<file path="src/rtl/page_perm_pkg.sv">
package page_perm_pkg;
  localparam int CAUSE_W = 3;

  typedef enum logic [CAUSE_W-1:0] {
    CAUSE_NONE  = 3'b000,
    CAUSE_INVAL = 3'b001,
    CAUSE_RDENY = 3'b010,
    CAUSE_WDENY = 3'b011,
    CAUSE_PRIV  = 3'b100
  } cause_e;

  typedef struct packed {
    logic present;
    logic rd;
    logic wr;
    logic kern_only;
    logic dirty;
  } pg_attr_t;

  typedef struct packed {
    logic   store;
    logic   kernel;
    logic   xlat_ok;
    pg_attr_t attr;
  } chk_req_t;

  typedef struct packed {
    logic   grant;
    cause_e cause;
    logic   set_dirty;
  } chk_rsp_t;
endpackage

</file>
<file path="src/rtl/page_perm_eval.sv">
module page_perm_eval
  import page_perm_pkg::*;
(
  input  chk_req_t req,
  output chk_rsp_t rsp
);
  logic usable;
  logic priv_fail;
  logic perm_fail;

  always_comb begin
    usable    = req.xlat_ok & req.attr.present;
    priv_fail = req.attr.kern_only & ~req.kernel;
    perm_fail = req.store ? ~req.attr.wr : ~req.attr.rd;

    rsp.grant = usable & ~priv_fail & ~perm_fail;
    if (!usable)         rsp.cause = CAUSE_INVAL;
    else if (priv_fail)  rsp.cause = CAUSE_PRIV;
    else if (perm_fail)  rsp.cause = req.store ? CAUSE_WDENY : CAUSE_RDENY;
    else                 rsp.cause = CAUSE_NONE;
    rsp.set_dirty = rsp.grant & req.store & ~req.attr.dirty;
  end
endmodule

</file>
<file path="src/rtl/page_perm_rsp_stage.sv">
module page_perm_rsp_stage
  import page_perm_pkg::*;
(
  input  logic     clk,
  input  logic     rst_n,
  input  logic     in_valid,
  output logic     in_ready,
  input  chk_rsp_t in_data,
  output logic     out_valid,
  input  logic     out_ready,
  output chk_rsp_t out_data
);
  logic     vld_q, vld_d;
  chk_rsp_t dat_q, dat_d;
  logic     load_en;

  assign in_ready = ~vld_q | out_ready;
  assign load_en  = in_valid & in_ready;

  always_comb begin
    vld_d = vld_q;
    dat_d = dat_q;
    if (load_en) begin
      vld_d = 1'b1;
      dat_d = in_data;
    end else if (out_ready) begin
      vld_d = 1'b0;
    end
  end

  always_ff @(posedge clk or negedge rst_n) begin
    if (!rst_n) vld_q <= 1'b0;
    else        vld_q <= vld_d;
  end

  always_ff @(posedge clk) begin
    if (load_en) dat_q <= dat_d;
  end

  assign out_valid = vld_q;
  assign out_data  = dat_q;

  p_latency_r7: assert property (@(posedge clk) disable iff (!rst_n)
    (in_valid && in_ready) |=> out_valid);

  p_stall_hold_r8: assert property (@(posedge clk) disable iff (!rst_n)
    (out_valid && !out_ready) |=> (out_valid && $stable(out_data)));
endmodule

</file>
<file path="src/rtl/page_perm_check.sv">
module page_perm_check
  import page_perm_pkg::*;
(
  input  logic               clk,
  input  logic               rst_n,
  input  logic               req_valid,
  output logic               req_ready,
  input  logic               req_store,
  input  logic               priv_kernel,
  input  logic               xlat_ok,
  input  logic               pg_present,
  input  logic               pg_read,
  input  logic               pg_write,
  input  logic               pg_kern_only,
  input  logic               pg_dirty,
  output logic               rsp_valid,
  input  logic               rsp_ready,
  output logic               rsp_grant,
  output logic [CAUSE_W-1:0] rsp_cause,
  output logic               rsp_set_dirty
);
  chk_req_t req;
  chk_rsp_t eval_rsp;
  chk_rsp_t held_rsp;

  always_comb begin
    req.store          = req_store;
    req.kernel         = priv_kernel;
    req.xlat_ok        = xlat_ok;
    req.attr.present   = pg_present;
    req.attr.rd        = pg_read;
    req.attr.wr        = pg_write;
    req.attr.kern_only = pg_kern_only;
    req.attr.dirty     = pg_dirty;
  end

  page_perm_eval u_eval (
    .req (req),
    .rsp (eval_rsp)
  );

  page_perm_rsp_stage u_stage (
    .clk       (clk),
    .rst_n     (rst_n),
    .in_valid  (req_valid),
    .in_ready  (req_ready),
    .in_data   (eval_rsp),
    .out_valid (rsp_valid),
    .out_ready (rsp_ready),
    .out_data  (held_rsp)
  );

  assign rsp_grant     = held_rsp.grant;
  assign rsp_cause     = held_rsp.cause;
  assign rsp_set_dirty = held_rsp.set_dirty;

  p_invalid_denied_r1: assert property (@(posedge clk) disable iff (!rst_n)
    (req_valid && req_ready && (!pg_present || !xlat_ok))
      |=> (!rsp_grant && rsp_cause == 3'b001));

  p_user_kernel_denied_r2: assert property (@(posedge clk) disable iff (!rst_n)
    (req_valid && req_ready && !priv_kernel && pg_kern_only) |=> !rsp_grant);

  p_grant_zero_cause_r5: assert property (@(posedge clk) disable iff (!rst_n)
    rsp_valid |-> (rsp_grant == (rsp_cause == 3'b000)));

  p_dirty_needs_grant_r6: assert property (@(posedge clk) disable iff (!rst_n)
    (rsp_valid && rsp_set_dirty) |-> rsp_grant);
endmodule

</file>
<file path="config.mk">
export PLATFORM = sky130hd
export DESIGN_NAME = page_perm_check
export DESIGN_NICKNAME = d
export VERILOG_FILES = /design/src/rtl/page_perm_pkg.sv /design/src/rtl/page_perm_eval.sv /design/src/rtl/page_perm_rsp_stage.sv /design/src/rtl/page_perm_check.sv
export SDC_FILE = /design/constraint.sdc
export NUM_CORES = 1
export LEC_CHECK = 0
export CAP_MARGIN = 20
export CELL_PAD_IN_SITES_DETAIL_PLACEMENT = 1
export CELL_PAD_IN_SITES_GLOBAL_PLACEMENT = 1
export CORE_AREA = 2 2 39 41
export DETAILED_ROUTE_END_ITERATION = 8
export DIE_AREA = 0 0 41 43
export DONT_BUFFER_PORTS = 1
export GPL_ROUTABILITY_DRIVEN = 0
export GPL_TIMING_DRIVEN = 0
export PLACE_DENSITY = 0.44
export SYNTH_ARGS = -nofsm -noshare
export SYNTH_HDL_FRONTEND = slang
export SYNTH_SLANG_ARGS = --single-unit
</file>
<file path="constraint.sdc">
create_clock -name clk -period 1 [get_ports clk]
set_input_delay 0.3 -clock clk [delete_from_list [all_inputs] [get_ports clk]]
set_output_delay 0.3 -clock clk [all_outputs]
set_load 0.01 [all_outputs]
</file>
=== Word level (Yosys, flattened, before mapping) ===
Index checks and enable logic that the tools add are counted.

* Bits in registers: 6

* Bitwise operators: 16
* Reduce and logical (&&, ||, !) cells: 2
* Multiplexer cells: 6

{| class="wikitable"
|+ Operators by type and width
! operator !! number
|-
| $not 1->1 || 8
|-
| $and 1x1->1 || 7
|-
| $mux 3 || 2
|-
| $mux 1 || 4
|-
| $reduce_or 3->1 || 1
|-
| $reduce_bool 2->1 || 1
|-
| $or 1x1->1 || 1
|}

=== Longest topological paths before layout ===
Gate-level depths: netlist (run 1).

* Word-level depth: 7
* Mapped depth: 2
* Depth with buffers taken out: 2

=== Modules after synthesis ===
From an unflattened synthesis (run 1), not the netlist that was laid out.

* Cell total of the unflattened synthesis: 19
* Area total of the unflattened synthesis: 305.3 um^2

{| class="wikitable"
|+ Modules (own cells, without submodules)
! module !! seq. area each (um^2) !! instances !! cells an instance !! area an instance (um^2)
|-
| page_perm_rsp_stage || 175.2 || 1 || 9 || 203.9
|-
| page_perm_eval || 0.0 || 1 || 10 || 101.3
|}

=== Worst setup path before layout (run 1) ===
Ideal clock, no wire load.

* Path type: register to register
* Start: register u_stage.vld_q (netlist: u_stage.out_valid)
* End: register u_stage.dat_q (netlist bit u_stage.out_data[0]) (enable)
* Cell stages (with the launch flop): 3
* Path slack: -97 ps
* Arrival: 782 ps
* Path buffers: 0
* Library setup time: 314 ps
* Period minus slack after synthesis: 1097 ps
* Cell sequence: dfrtp_1 nand2b_1 and2_1

* Word-level cells in the longest chain between the ends: 3

{| class="wikitable"
|+ Ends and longest elaborated chain
! element !! line !! RTL
|-
| start, declared || page_perm_rsp_stage.sv:13 || <nowiki>logic vld_q, vld_d;</nowiki>
|-
| start signal, assigned || page_perm_rsp_stage.sv:33 || <nowiki>else vld_q <= vld_d;</nowiki>
|-
| $not 1->1 || page_perm_rsp_stage.sv:17 || <nowiki>assign in_ready = ~vld_q | out_ready;</nowiki>
|-
| $or 1x1->1 || page_perm_rsp_stage.sv:17 ||
|-
| named net req_ready || page_perm_check.sv:7 || <nowiki>output logic req_ready,</nowiki>
|-
| $and 1x1->1 || page_perm_rsp_stage.sv:18 || <nowiki>assign load_en = in_valid & in_ready;</nowiki>
|-
| named net u_stage.load_en || page_perm_rsp_stage.sv:15 || <nowiki>logic load_en;</nowiki>
|-
| end signal, assigned || page_perm_rsp_stage.sv:37 || <nowiki>if (load_en) dat_q <= dat_d;</nowiki>
|-
| end, declared || page_perm_rsp_stage.sv:14 || <nowiki>chk_rsp_t dat_q, dat_d;</nowiki>
|}

The timed path passes the listed nets, and every way through them passes these cells.
A chain may end at the register's enable or synchronous reset.

=== Worst setup path after layout (run 1) ===
* Start: register u_stage.vld_q (netlist: u_stage.out_valid)
* End: output req_ready

* Word-level cells in the longest chain between the ends: 2

{| class="wikitable"
|+ Ends and longest elaborated chain
! element !! line
|-
| $not 1->1 || page_perm_rsp_stage.sv:17
|-
| $or 1x1->1 || page_perm_rsp_stage.sv:17
|-
| end, declared || page_perm_check.sv:7
|}

Every way passes these cells.

==> results.sh, run 1 <==
export IMPL_worst_pin_slew_ns=0.265
export IMPL_max_stage_delay_ns=0.43
export IMPL_num_vias=177
export IMPL_synth_distinct_cells=13
export IMPL_drv_slew=0
export IMPL_synthCells=19
export IMPL_p_leak_nw=0.128
export IMPL_synth_top_cell_area_share=0.548
export IMPL_ir_drop_mv=0.325
export IMPL_path_max_fanout=3
export IMPL_placementRows=14
export IMPL_synthTopCellsByArea="edfxtp_1, dfrtp_1, nor2b_4"
export IMPL_postRouteAntennaNets=0
export IMPL_drc=0
export IMPL_port_buffers=0
export IMPL_finalNonFillerCells=40
export IMPL_final_nets=37
export IMPL_path_buf_inv=0
export IMPL_arrival_ns=0.77
export IMPL_layout_common_cells="edfxtp_1, clkbuf_4, nand2_1"
export IMPL_clockBufferDepth=2
export IMPL_synthesis_area_um2=274
export IMPL_place_hpwl_um=402
export IMPL_syn_num_nets=31
export IMPL_postCtsSetupRepairBufs=0
export IMPL_drive_above_1_share=0.375
export IMPL_grt_max_degree=6
export IMPL_startpoint_type="register"
export IMPL_reg2reg_slack_ns=0
export IMPL_grt_overflow=0
export IMPL_outcome="finished with violations"
export IMPL_avgSynthCellArea_um2=14.4
export IMPL_grt_pass1_wl_um=731
export IMPL_hold_start="req_valid"
export IMPL_synth_top_cell_by_area="edfxtp_1"
export IMPL_fp_dieW_um=41
export IMPL_rsz0062_at_grt="yes"
export IMPL_relSlewSlack=0.821
export IMPL_final_common_cell="edfxtp_1"
export IMPL_cp_cell_sequence="nand2b_4"
export IMPL_ys_ff_latch=6
export IMPL_cp_required_ns=0.70
export IMPL_grt_pass1_vias=187
export IMPL_die_h_um=43
export IMPL_cts_tree="built"
export IMPL_period_needed_ns=1.07
export IMPL_initial_core_util=0.198
export IMPL_cp_depth=1
export IMPL_drv_cap=0
export IMPL_dp_cells=35
export IMPL_power_density_nw_per_um2=1690
export IMPL_hold_class="in -> reg"
export IMPL_setup_slack_ns=-0.0671
export IMPL_holdPathStages=1
export IMPL_wl_per_cell_um=12.0
export IMPL_fin_skew_ns=0.00952
export IMPL_drt_initial_drc_count=2
export IMPL_routed_via_density=4.43
export IMPL_r2r_cells=2
export IMPL_path_clk_slew_ns=0.04
export IMPL_area_delta_synth_final_pct=24.7
export IMPL_crit_type="reg -> out"
export IMPL_holdPathEnd="u_stage.out_valid"
export IMPL_cts_root_buffer="clkbuf_4"
export IMPL_grt_usage=0.0718
export IMPL_cts_buffers_inserted=3
export IMPL_dieArea_um2=1760
export IMPL_worstSkewPairLatency_ns=0.24
export IMPL_drt_total_wl_um=478
export IMPL_worstReg2RegEnd="u_stage.out_data[1]"
export IMPL_finalSetupViolations=1
export IMPL_violations="setup timing"
export IMPL_fmax_mhz=937
export IMPL_r2r_start="u_stage.out_valid"
export IMPL_fin_crit_sh=1.07
export IMPL_design_core_area_um2=1380
export IMPL_slowest_stage="dfrtp_2"
export IMPL_io_pins=19
export IMPL_hold_viol=0
export IMPL_num_antenna_cells=0
export IMPL_antenna_found_initial=0
export IMPL_cp_end_kind="output pin"
export IMPL_final_core_util=0.247
export IMPL_htree_levels=1
export IMPL_yosysWarnings=0
export IMPL_yosysSeqAreaShare=0.639
export IMPL_first_pass_iters=2
export IMPL_crit_family="flip-flops"
export IMPL_cts_sinks=6
==> worst max-delay path by stage <==
| stage | startpoint | end | slack (ns) |
|---|---|---|---|
| 2_1_floorplan | u_stage.out_valid | u_stage.out_data[0] | -0.04 |
| 3_3_place_gp | u_stage.out_valid | u_stage.out_data[2] | -0.08 |
| 3_5_place_dp | u_stage.out_valid | u_stage.out_data[4] | -0.08 |
| 4_1_cts | u_stage.out_valid | req_ready | -0.1 |
| 5_1_grt | u_stage.out_valid | req_ready | -0.1 |
| 6_report | u_stage.out_valid | req_ready | -0.07 |
==> where the power goes <==
part / switching, W / internal, W / total, W
Sequential: 0.0000132 / 0.000288 / 0.000301
Clock: 0.0000829 / 0.000151 / 0.000234
Combinational: 0.0000197 / 0.0000228 / 0.0000424
Total: 0.000116 / 0.000462 / 0.000577
==> flip-flops by register name, indices dropped and copies added (netlist names) <==
register and count:
u_stage.out_valid 1, u_stage.out_data 5
==> synthesized netlist by cell type <==
cell      count
dfrtp_1       1
nor2b_4       1
nor4_2        1
and3_1        1
nand2b_1      2
o311ai_1      1
and2_1        1
nor3b_2       1
inv_1         1
mux2i_1       1
nor3_1        1
nand2_1       2
edfxtp_1      5
==> per-stage QoR <==
stage | setup TNS, ns | setup WS, ns | area [um2] | power [W] | hold slack (ns)
floorplan | -0.193 | -0.0386 | 277 | 0.000334 | 0.00441
global placement | -0.389 | -0.0777 | 297 | 0.000340 | 0.00444
detailed placement | -0.413 | -0.0827 | 297 | 0.000341 | 0.00445
CTS | -0.159 | -0.0978 | 340 | 0.000592 | 0.169
global route | -0.159 | -0.0965 | 342 | 0.000614 | 0.166
finish | -0.0671 | -0.0671 | 342 | 0.000577 | 0.175
==> logic make-up after synthesis <==
family	Yosys count	share of synthesized area
buffers and inverters	1	0.0137
AND/OR/NAND/NOR	10	0.279
AO/OA/AOI/OAI	1	0.0320
flip-flops	6	0.639
multiplexers	1	0.0365
==> final cells by class <==
class,instances,area [um2]
Fill cell,151,1040
Sequential cell,6,176
Multi-Input combinational cell,12,105
Clock buffer,4,26.3
Tap cell,16,20.0
Timing Repair Buffer,1,10.0
Inverter,1,3.75
==> worst register-to-register path: cells and delay by family, from the launching register on <==
kind             cells  cell delay [ns]
flip-flops           1             0.43
AND/OR/NAND/NOR      2             0.28
==> per-layer routing <==
layer / global-route usage / vias to the layer above / part of all wire
li1: - / 81 / -
met1: 0.0691 / 83 / 0.44
met2: 0.0844 / 13 / 0.47
met3: 0.0262 / 0 / 0.088
met4: 0.120 / 0 / 0
met5: 0 / - / 0
==> what timing repair did <==
item	4_1_cts	5_1_grt
setup endpoints to repair	6	6
endpoints found under the hold margin	1	0
resized for setup	1	1
pin swaps	1	0
hold buffers	1	0
Note: power is estimated with default switching activity, not from simulation.
==> run 2: changes to the inputs <==
ABC_AREA = 1   (was unset)
GPL_TIMING_DRIVEN = unset   (was 0)
PLACE_DENSITY = 0.47   (was 0.44)
TNS_END_PERCENT = 10   (was unset)
==> results.sh, run 2 <==
export IMPL_num_antenna_cells=0
export IMPL_placementRows=14
export IMPL_synth_ff_type="edfxtp_1"
export IMPL_max_stage_delay_ns=0.41
export IMPL_synth_top_cell_by_area="edfxtp_1"
export IMPL_htree_levels=1
export IMPL_use_met2=0.119
export IMPL_io_pins=19
export IMPL_clkPwrFrac=0.399
export IMPL_fin_skew_ns=0.0123
export IMPL_cp_end_kind="output pin"
export IMPL_finalSetupViolations=7
export IMPL_hold_class="in -> reg"
export IMPL_fp_dieW_um=41
export IMPL_slowest_stage="dfrtp_1"
export IMPL_port_buffers=0
export IMPL_fmax_mhz=925
export IMPL_clockBufferDepth=2
export IMPL_p_sw_w=0.000128
export IMPL_dieArea_um2=1760
export IMPL_path_clk_slew_ns=0.04
export IMPL_outcome="finished with violations"
export IMPL_wl_per_cell_um=11.2
export IMPL_synth_edf_count=5
export IMPL_setup_slack_ns=-0.0816
export IMPL_final_common_cell="inv_1"
export IMPL_cp_required_ns=0.70
export IMPL_p_leak_nw=0.155
export IMPL_grt_pass1_vias=221
export IMPL_ys_ff_latch=6
export IMPL_drv_cap=0
export IMPL_final_core_util=0.262
export IMPL_grt_max_degree=6
export IMPL_design_core_area_um2=1380
export IMPL_async_reset_ff_frac=0.167
export IMPL_power_density_nw_per_um2=1620
export IMPL_cts_buffers_inserted=3
export IMPL_place_hpwl_um=510
export IMPL_cts_root_buffer="clkbuf_4"
export IMPL_syn_num_nets=40
export IMPL_fin_crit_sh=1.08
export IMPL_largest_reg_flops=5
export IMPL_synth_distinct_cells=12
export IMPL_placed_area_um2=320
export IMPL_path_buf_inv=1
export IMPL_worstSkewPairLatency_ns=0.24
export IMPL_cts_tree="built"
export IMPL_share_comb_of_total_power=0.092
export IMPL_crit_type="reg -> out"
export IMPL_die_h_um=43
export IMPL_synth_top_cell_area_share=0.519
export IMPL_crit_family="flip-flops"
export IMPL_yosysSeqAreaShare=0.606
export IMPL_synthTopCellsByArea="edfxtp_1, inv_1, dfrtp_1"
export IMPL_ir_drop_mv=0.320
export IMPL_final_nets=47
export IMPL_drt_initial_drc_count=2
export IMPL_period_needed_ns=1.08
export IMPL_postRouteAntennaNets=0
export IMPL_grt_usage=0.0870
export IMPL_switching_share=0.218
export IMPL_avgSynthCellArea_um2=10.3
export IMPL_path_max_fanout=3
export IMPL_drive_above_1_share=0.324
export IMPL_n_fill_cell=158
export IMPL_initial_core_util=0.209
export IMPL_relSlewSlack=0.792
export IMPL_num_vias=217
export IMPL_yosysWarnings=0
export IMPL_routed_via_density=4.34
export IMPL_drc=0
export IMPL_power_internal_w=0.000461
export IMPL_drv_slew=0
export IMPL_arrival_ns=0.78
export IMPL_antenna_found_initial=0
export IMPL_synthCells=28
export IMPL_first_pass_iters=2
export IMPL_design_area_um2=363
export IMPL_hold_viol=0
export IMPL_grt_overflow=0
export IMPL_synthesis_area_um2=289
export IMPL_violations="setup timing"
export IMPL_cts_sinks=6
export IMPL_use_met3=0.0524
export IMPL_met1_usage=0.0757
export IMPL_synthTopCellsByCount="inv_1, edfxtp_1, nand2_1, nand2_2, nor2_1"
export IMPL_layout_common_cells="inv_1, edfxtp_1, nand2_1, nand2_2, clkbuf_4"
export IMPL_place_ws_ns=-0.0288
export IMPL_startpoint_type="register"
export IMPL_rsz0062_at_grt="yes"
export IMPL_drt_total_wl_um=561
export IMPL_worst_pin_slew_ns=0.313
export IMPL_grt_pass1_wl_um=910
export IMPL_seq_power_share=0.509
export IMPL_cp_cell_sequence="buf_6"
export IMPL_area_delta_synth_final_pct=25.5
export IMPL_yosysMostFrequentCell="inv_1"
export IMPL_busiest_layer="met2"
[run 2: cell count changes after synthesis, sizes merged, moves of 2 or more]
cell	before	now
inv	1	7
nand2	2	7
nor2	0	3
a21oi	0	2
nand2b	2	0
[run 2: kinds of logic (layout without fill, tap and decap cells)]
family,after synthesis,count (layout),synth area share
flip-flops,6,6,0.606
AO/OA/AOI/OAI,3,3,0.104
buffers and inverters,7,13,0.0909
AND/OR/NAND/NOR,12,12,0.199
[run 2: stage by stage]
| stage | power (W) | hold slack (ns) | TNS [ns] | cells |
|---|---|---|---|---|
| floorplan | 0.000339 | 0.00441 | 0 | 28 |
| global placement | 0.000349 | 0.00445 | 0 | 45 |
| detailed placement | 0.000353 | 0.00446 | -0.144 | 45 |
| CTS | 0.000601 | 0.213 | -0.325 | 50 |
| global route | 0.000632 | 0.222 | -0.728 | 50 |
| finish | 0.000589 | 0.217 | -0.355 | 50 |
[run 2: layout make-up]
cell class                 count  area [um2]  share of cell area
inverter                       7        26.3              0.0724
timing repair buffer           2        21.3              0.0586
sequential                     6         175               0.483
tap                           16        20.0              0.0552
clock buffer                   4        26.3              0.0724
multi-input combinational     15        93.8               0.259
[run 2: metal layers]
| metal | up-vias | share of wire |
|---|---|---|
| met1 | 97 | 0.40 |
| met5 | - | 0 |
| met3 | 0 | 0.087 |
| li1 | 101 | - |
| met4 | 0 | 0 |
| met2 | 19 | 0.51 |
[run 2: power groups by stage]
stage | Sequential, W | Clock (W) | Combinational, W
CTS | 0.000299 | 0.000248 | 0.0000531
global placement | 0.000303 | 0 | 0.0000462
detailed placement | 0.000304 | 0 | 0.0000494
finish | 0.000300 | 0.000235 | 0.0000539
global route | 0.000302 | 0.000269 | 0.0000619
floorplan | 0.000303 | 0 | 0.0000360
[run 2: what timing repair did]
item | 4_1_cts | 5_1_grt
pin swaps | 0 | 0
hold buffers | 1 | 0
hold endpoints to repair | 1 | 0
buffers inserted | 0 | 0
gates resized for setup | 0 | 2
endpoints found under the setup margin | 7 | 9
[run 2: final timing paths]
kind	from	end	slack, ns	cells past startpoint
worst max-delay path	u_stage.out_valid	rsp_valid	-0.08	1
worst min-delay path	req_valid	u_stage.out_valid	0.22	2
worst max register to register	u_stage.out_valid	u_stage.out_data[2]	-0.05	1
worst min register to register	u_stage.out_valid	u_stage.out_valid	0.62	2
max in group asynchronous	rst_n	u_stage.out_valid	0.62	1
min in group asynchronous	rst_n	u_stage.out_valid	0.28	1
==> run 3: changes to the inputs <==
ABC_AREA = unset   (was 1)
PLACE_DENSITY = 0.44   (was 0.47)
==> results.sh, run 3 (synthesized netlist as in run 1, its figures left out) <==
export IMPL_setup_slack_ns=-0.148
export IMPL_grt_pass1_wl_um=814
export IMPL_crit_path_start="u_stage.out_valid"
export IMPL_final_common_cell="edfxtp_1"
export IMPL_largest_reg_flops=5
export IMPL_grt_max_degree=6
export IMPL_hold_start="req_valid"
export IMPL_cts_sinks=6
export IMPL_area_delta_synth_final_pct=28.3
export IMPL_worstReg2RegEnd="u_stage.out_data[0]"
export IMPL_drt_initial_drc_count=1
export IMPL_postCtsSetupRepairBufs=0
export IMPL_drc=0
export IMPL_ir_drop_mv=0.338
export IMPL_rsz0062_at_grt="yes"
export IMPL_r2r_cells=2
export IMPL_io_pins=19
export IMPL_drive_above_1_share=0.346
export IMPL_fin_crit_sh=1.15
export IMPL_clockBufferDepth=2
export IMPL_path_clk_slew_ns=0.04
export IMPL_die_h_um=43
export IMPL_drv_cap=0
export IMPL_total_power_w=0.000592
export IMPL_grt_pass1_vias=214
export IMPL_port_buffers=0
export IMPL_dieArea_um2=1760
export IMPL_worst_pin_slew_ns=0.267
export IMPL_hold_class="in -> reg"
export IMPL_placed_area_um2=312
export IMPL_fmax_mhz=871
export IMPL_n_fill_cell=162
export IMPL_num_vias=182
export IMPL_cts_root_buffer="clkbuf_4"
export IMPL_design_core_area_um2=1380
export IMPL_reg2reg_slack_ns=0.03
export IMPL_startpoint_type="register"
export IMPL_drt_total_wl_um=577
export IMPL_wl_per_cell_um=13.7
export IMPL_path_max_fanout=2
export IMPL_grt_overflow=0
export IMPL_relSlewSlack=0.819
export IMPL_routed_via_density=4.33
export IMPL_fp_dieW_um=41
export IMPL_finalSetupViolations=2
export IMPL_setup_worst_path_end="req_ready"
export IMPL_initial_core_util=0.198
export IMPL_htree_levels=1
export IMPL_placementRows=14
export IMPL_hold_viol=0
export IMPL_power_density_nw_per_um2=1690
export IMPL_r2r_start="u_stage.out_valid"
export IMPL_period_needed_ns=1.15
export IMPL_arrival_ns=0.85
export IMPL_layout_common_cells="edfxtp_1, clkbuf_4, nand2b_1, nand2_1"
export IMPL_crit_type="reg -> out"
export IMPL_first_pass_iters=2
export IMPL_grt_usage=0.0781
export IMPL_worstSkewPairLatency_ns=0.25
export IMPL_drv_slew=0
export IMPL_cp_required_ns=0.70
export IMPL_fin_skew_ns=0.00542
export IMPL_place_ws_ns=0.0546
export IMPL_final_nets=39
export IMPL_outcome="finished with violations"
export IMPL_postRouteAntennaNets=0
export IMPL_p_leak_nw=0.133
export IMPL_num_antenna_cells=0
export IMPL_cts_buffers_inserted=3
export IMPL_cts_tree="built"
export IMPL_violations="setup timing"
export IMPL_design_area_um2=352
export IMPL_antenna_found_initial=0
export IMPL_place_hpwl_um=457
export IMPL_cp_end_kind="output pin"
## run 3: cell types whose count changed in the layout (fill, tap and decap cells not counted), moves of 2 or more
cell and change:
inv_1 -6, nand2_2 -3, nand2_1 -2, nand2b_1 +2, nor2_1 -2
## run 3: final cells by class
cell class / count / area, um2 / share of cell area
Tap cell: 16 / 20.0 / 0.0569
Clock buffer: 4 / 26.3 / 0.0747
Inverter: 1 / 3.75 / 0.0107
Multi-Input combinational cell: 12 / 97.6 / 0.278
Timing Repair Buffer: 3 / 28.8 / 0.0819
Sequential cell: 6 / 175 / 0.498
## run 3: power breakdown
group / switching, W / internal [W]
Sequential: 0.0000103 / 0.000287
Combinational: 0.0000249 / 0.0000283
Clock: 0.0000903 / 0.000151
Total: 0.000126 / 0.000467
## run 3: per-layer routing
layer	share of wire	wire length (um)	global-route usage
met1	0.41	236	0.0698
met2	0.49	280	0.103
met3	0.078	45	0.0262
met4	0.024	14	0.120
met5	0	0	0
## run 3: stage by stage
stage	setup TNS (ns)	instances	hold WS (ns)	util
3_3_place_gp	0	37	0.00444	0.225
6_report	-0.207	42	0.165	0.254
4_1_cts	-0.235	42	0.157	0.251
3_5_place_dp	0	37	0.00443	0.225
5_1_grt	-0.294	42	0.160	0.254
2_1_floorplan	-0.193	19	0.00441	-
## run 3: how the worst min path moves through the flow
stage	end	slack, ns	cells after the start
2_1_floorplan	u_stage.out_valid	0.004	0
3_3_place_gp	u_stage.out_valid	0.004	0
3_5_place_dp	u_stage.out_valid	0.004	0
4_1_cts	u_stage.out_valid	0.16	1
5_1_grt	u_stage.out_valid	0.16	1
6_report	u_stage.out_valid	0.17	1
## run 3: timing repair
action                                  CTS  global route
hold buffers                              1             0
endpoints found under the setup margin    2             2
hold endpoints to repair                  1             0
pin swaps                                 0             1
resized for setup                         0             1
## run 3: critical path, cell delays in order (launching register included)
cell and delay, ns:
dfrtp_1 0.37, nand2b_1 0.12, buf_6 0.12
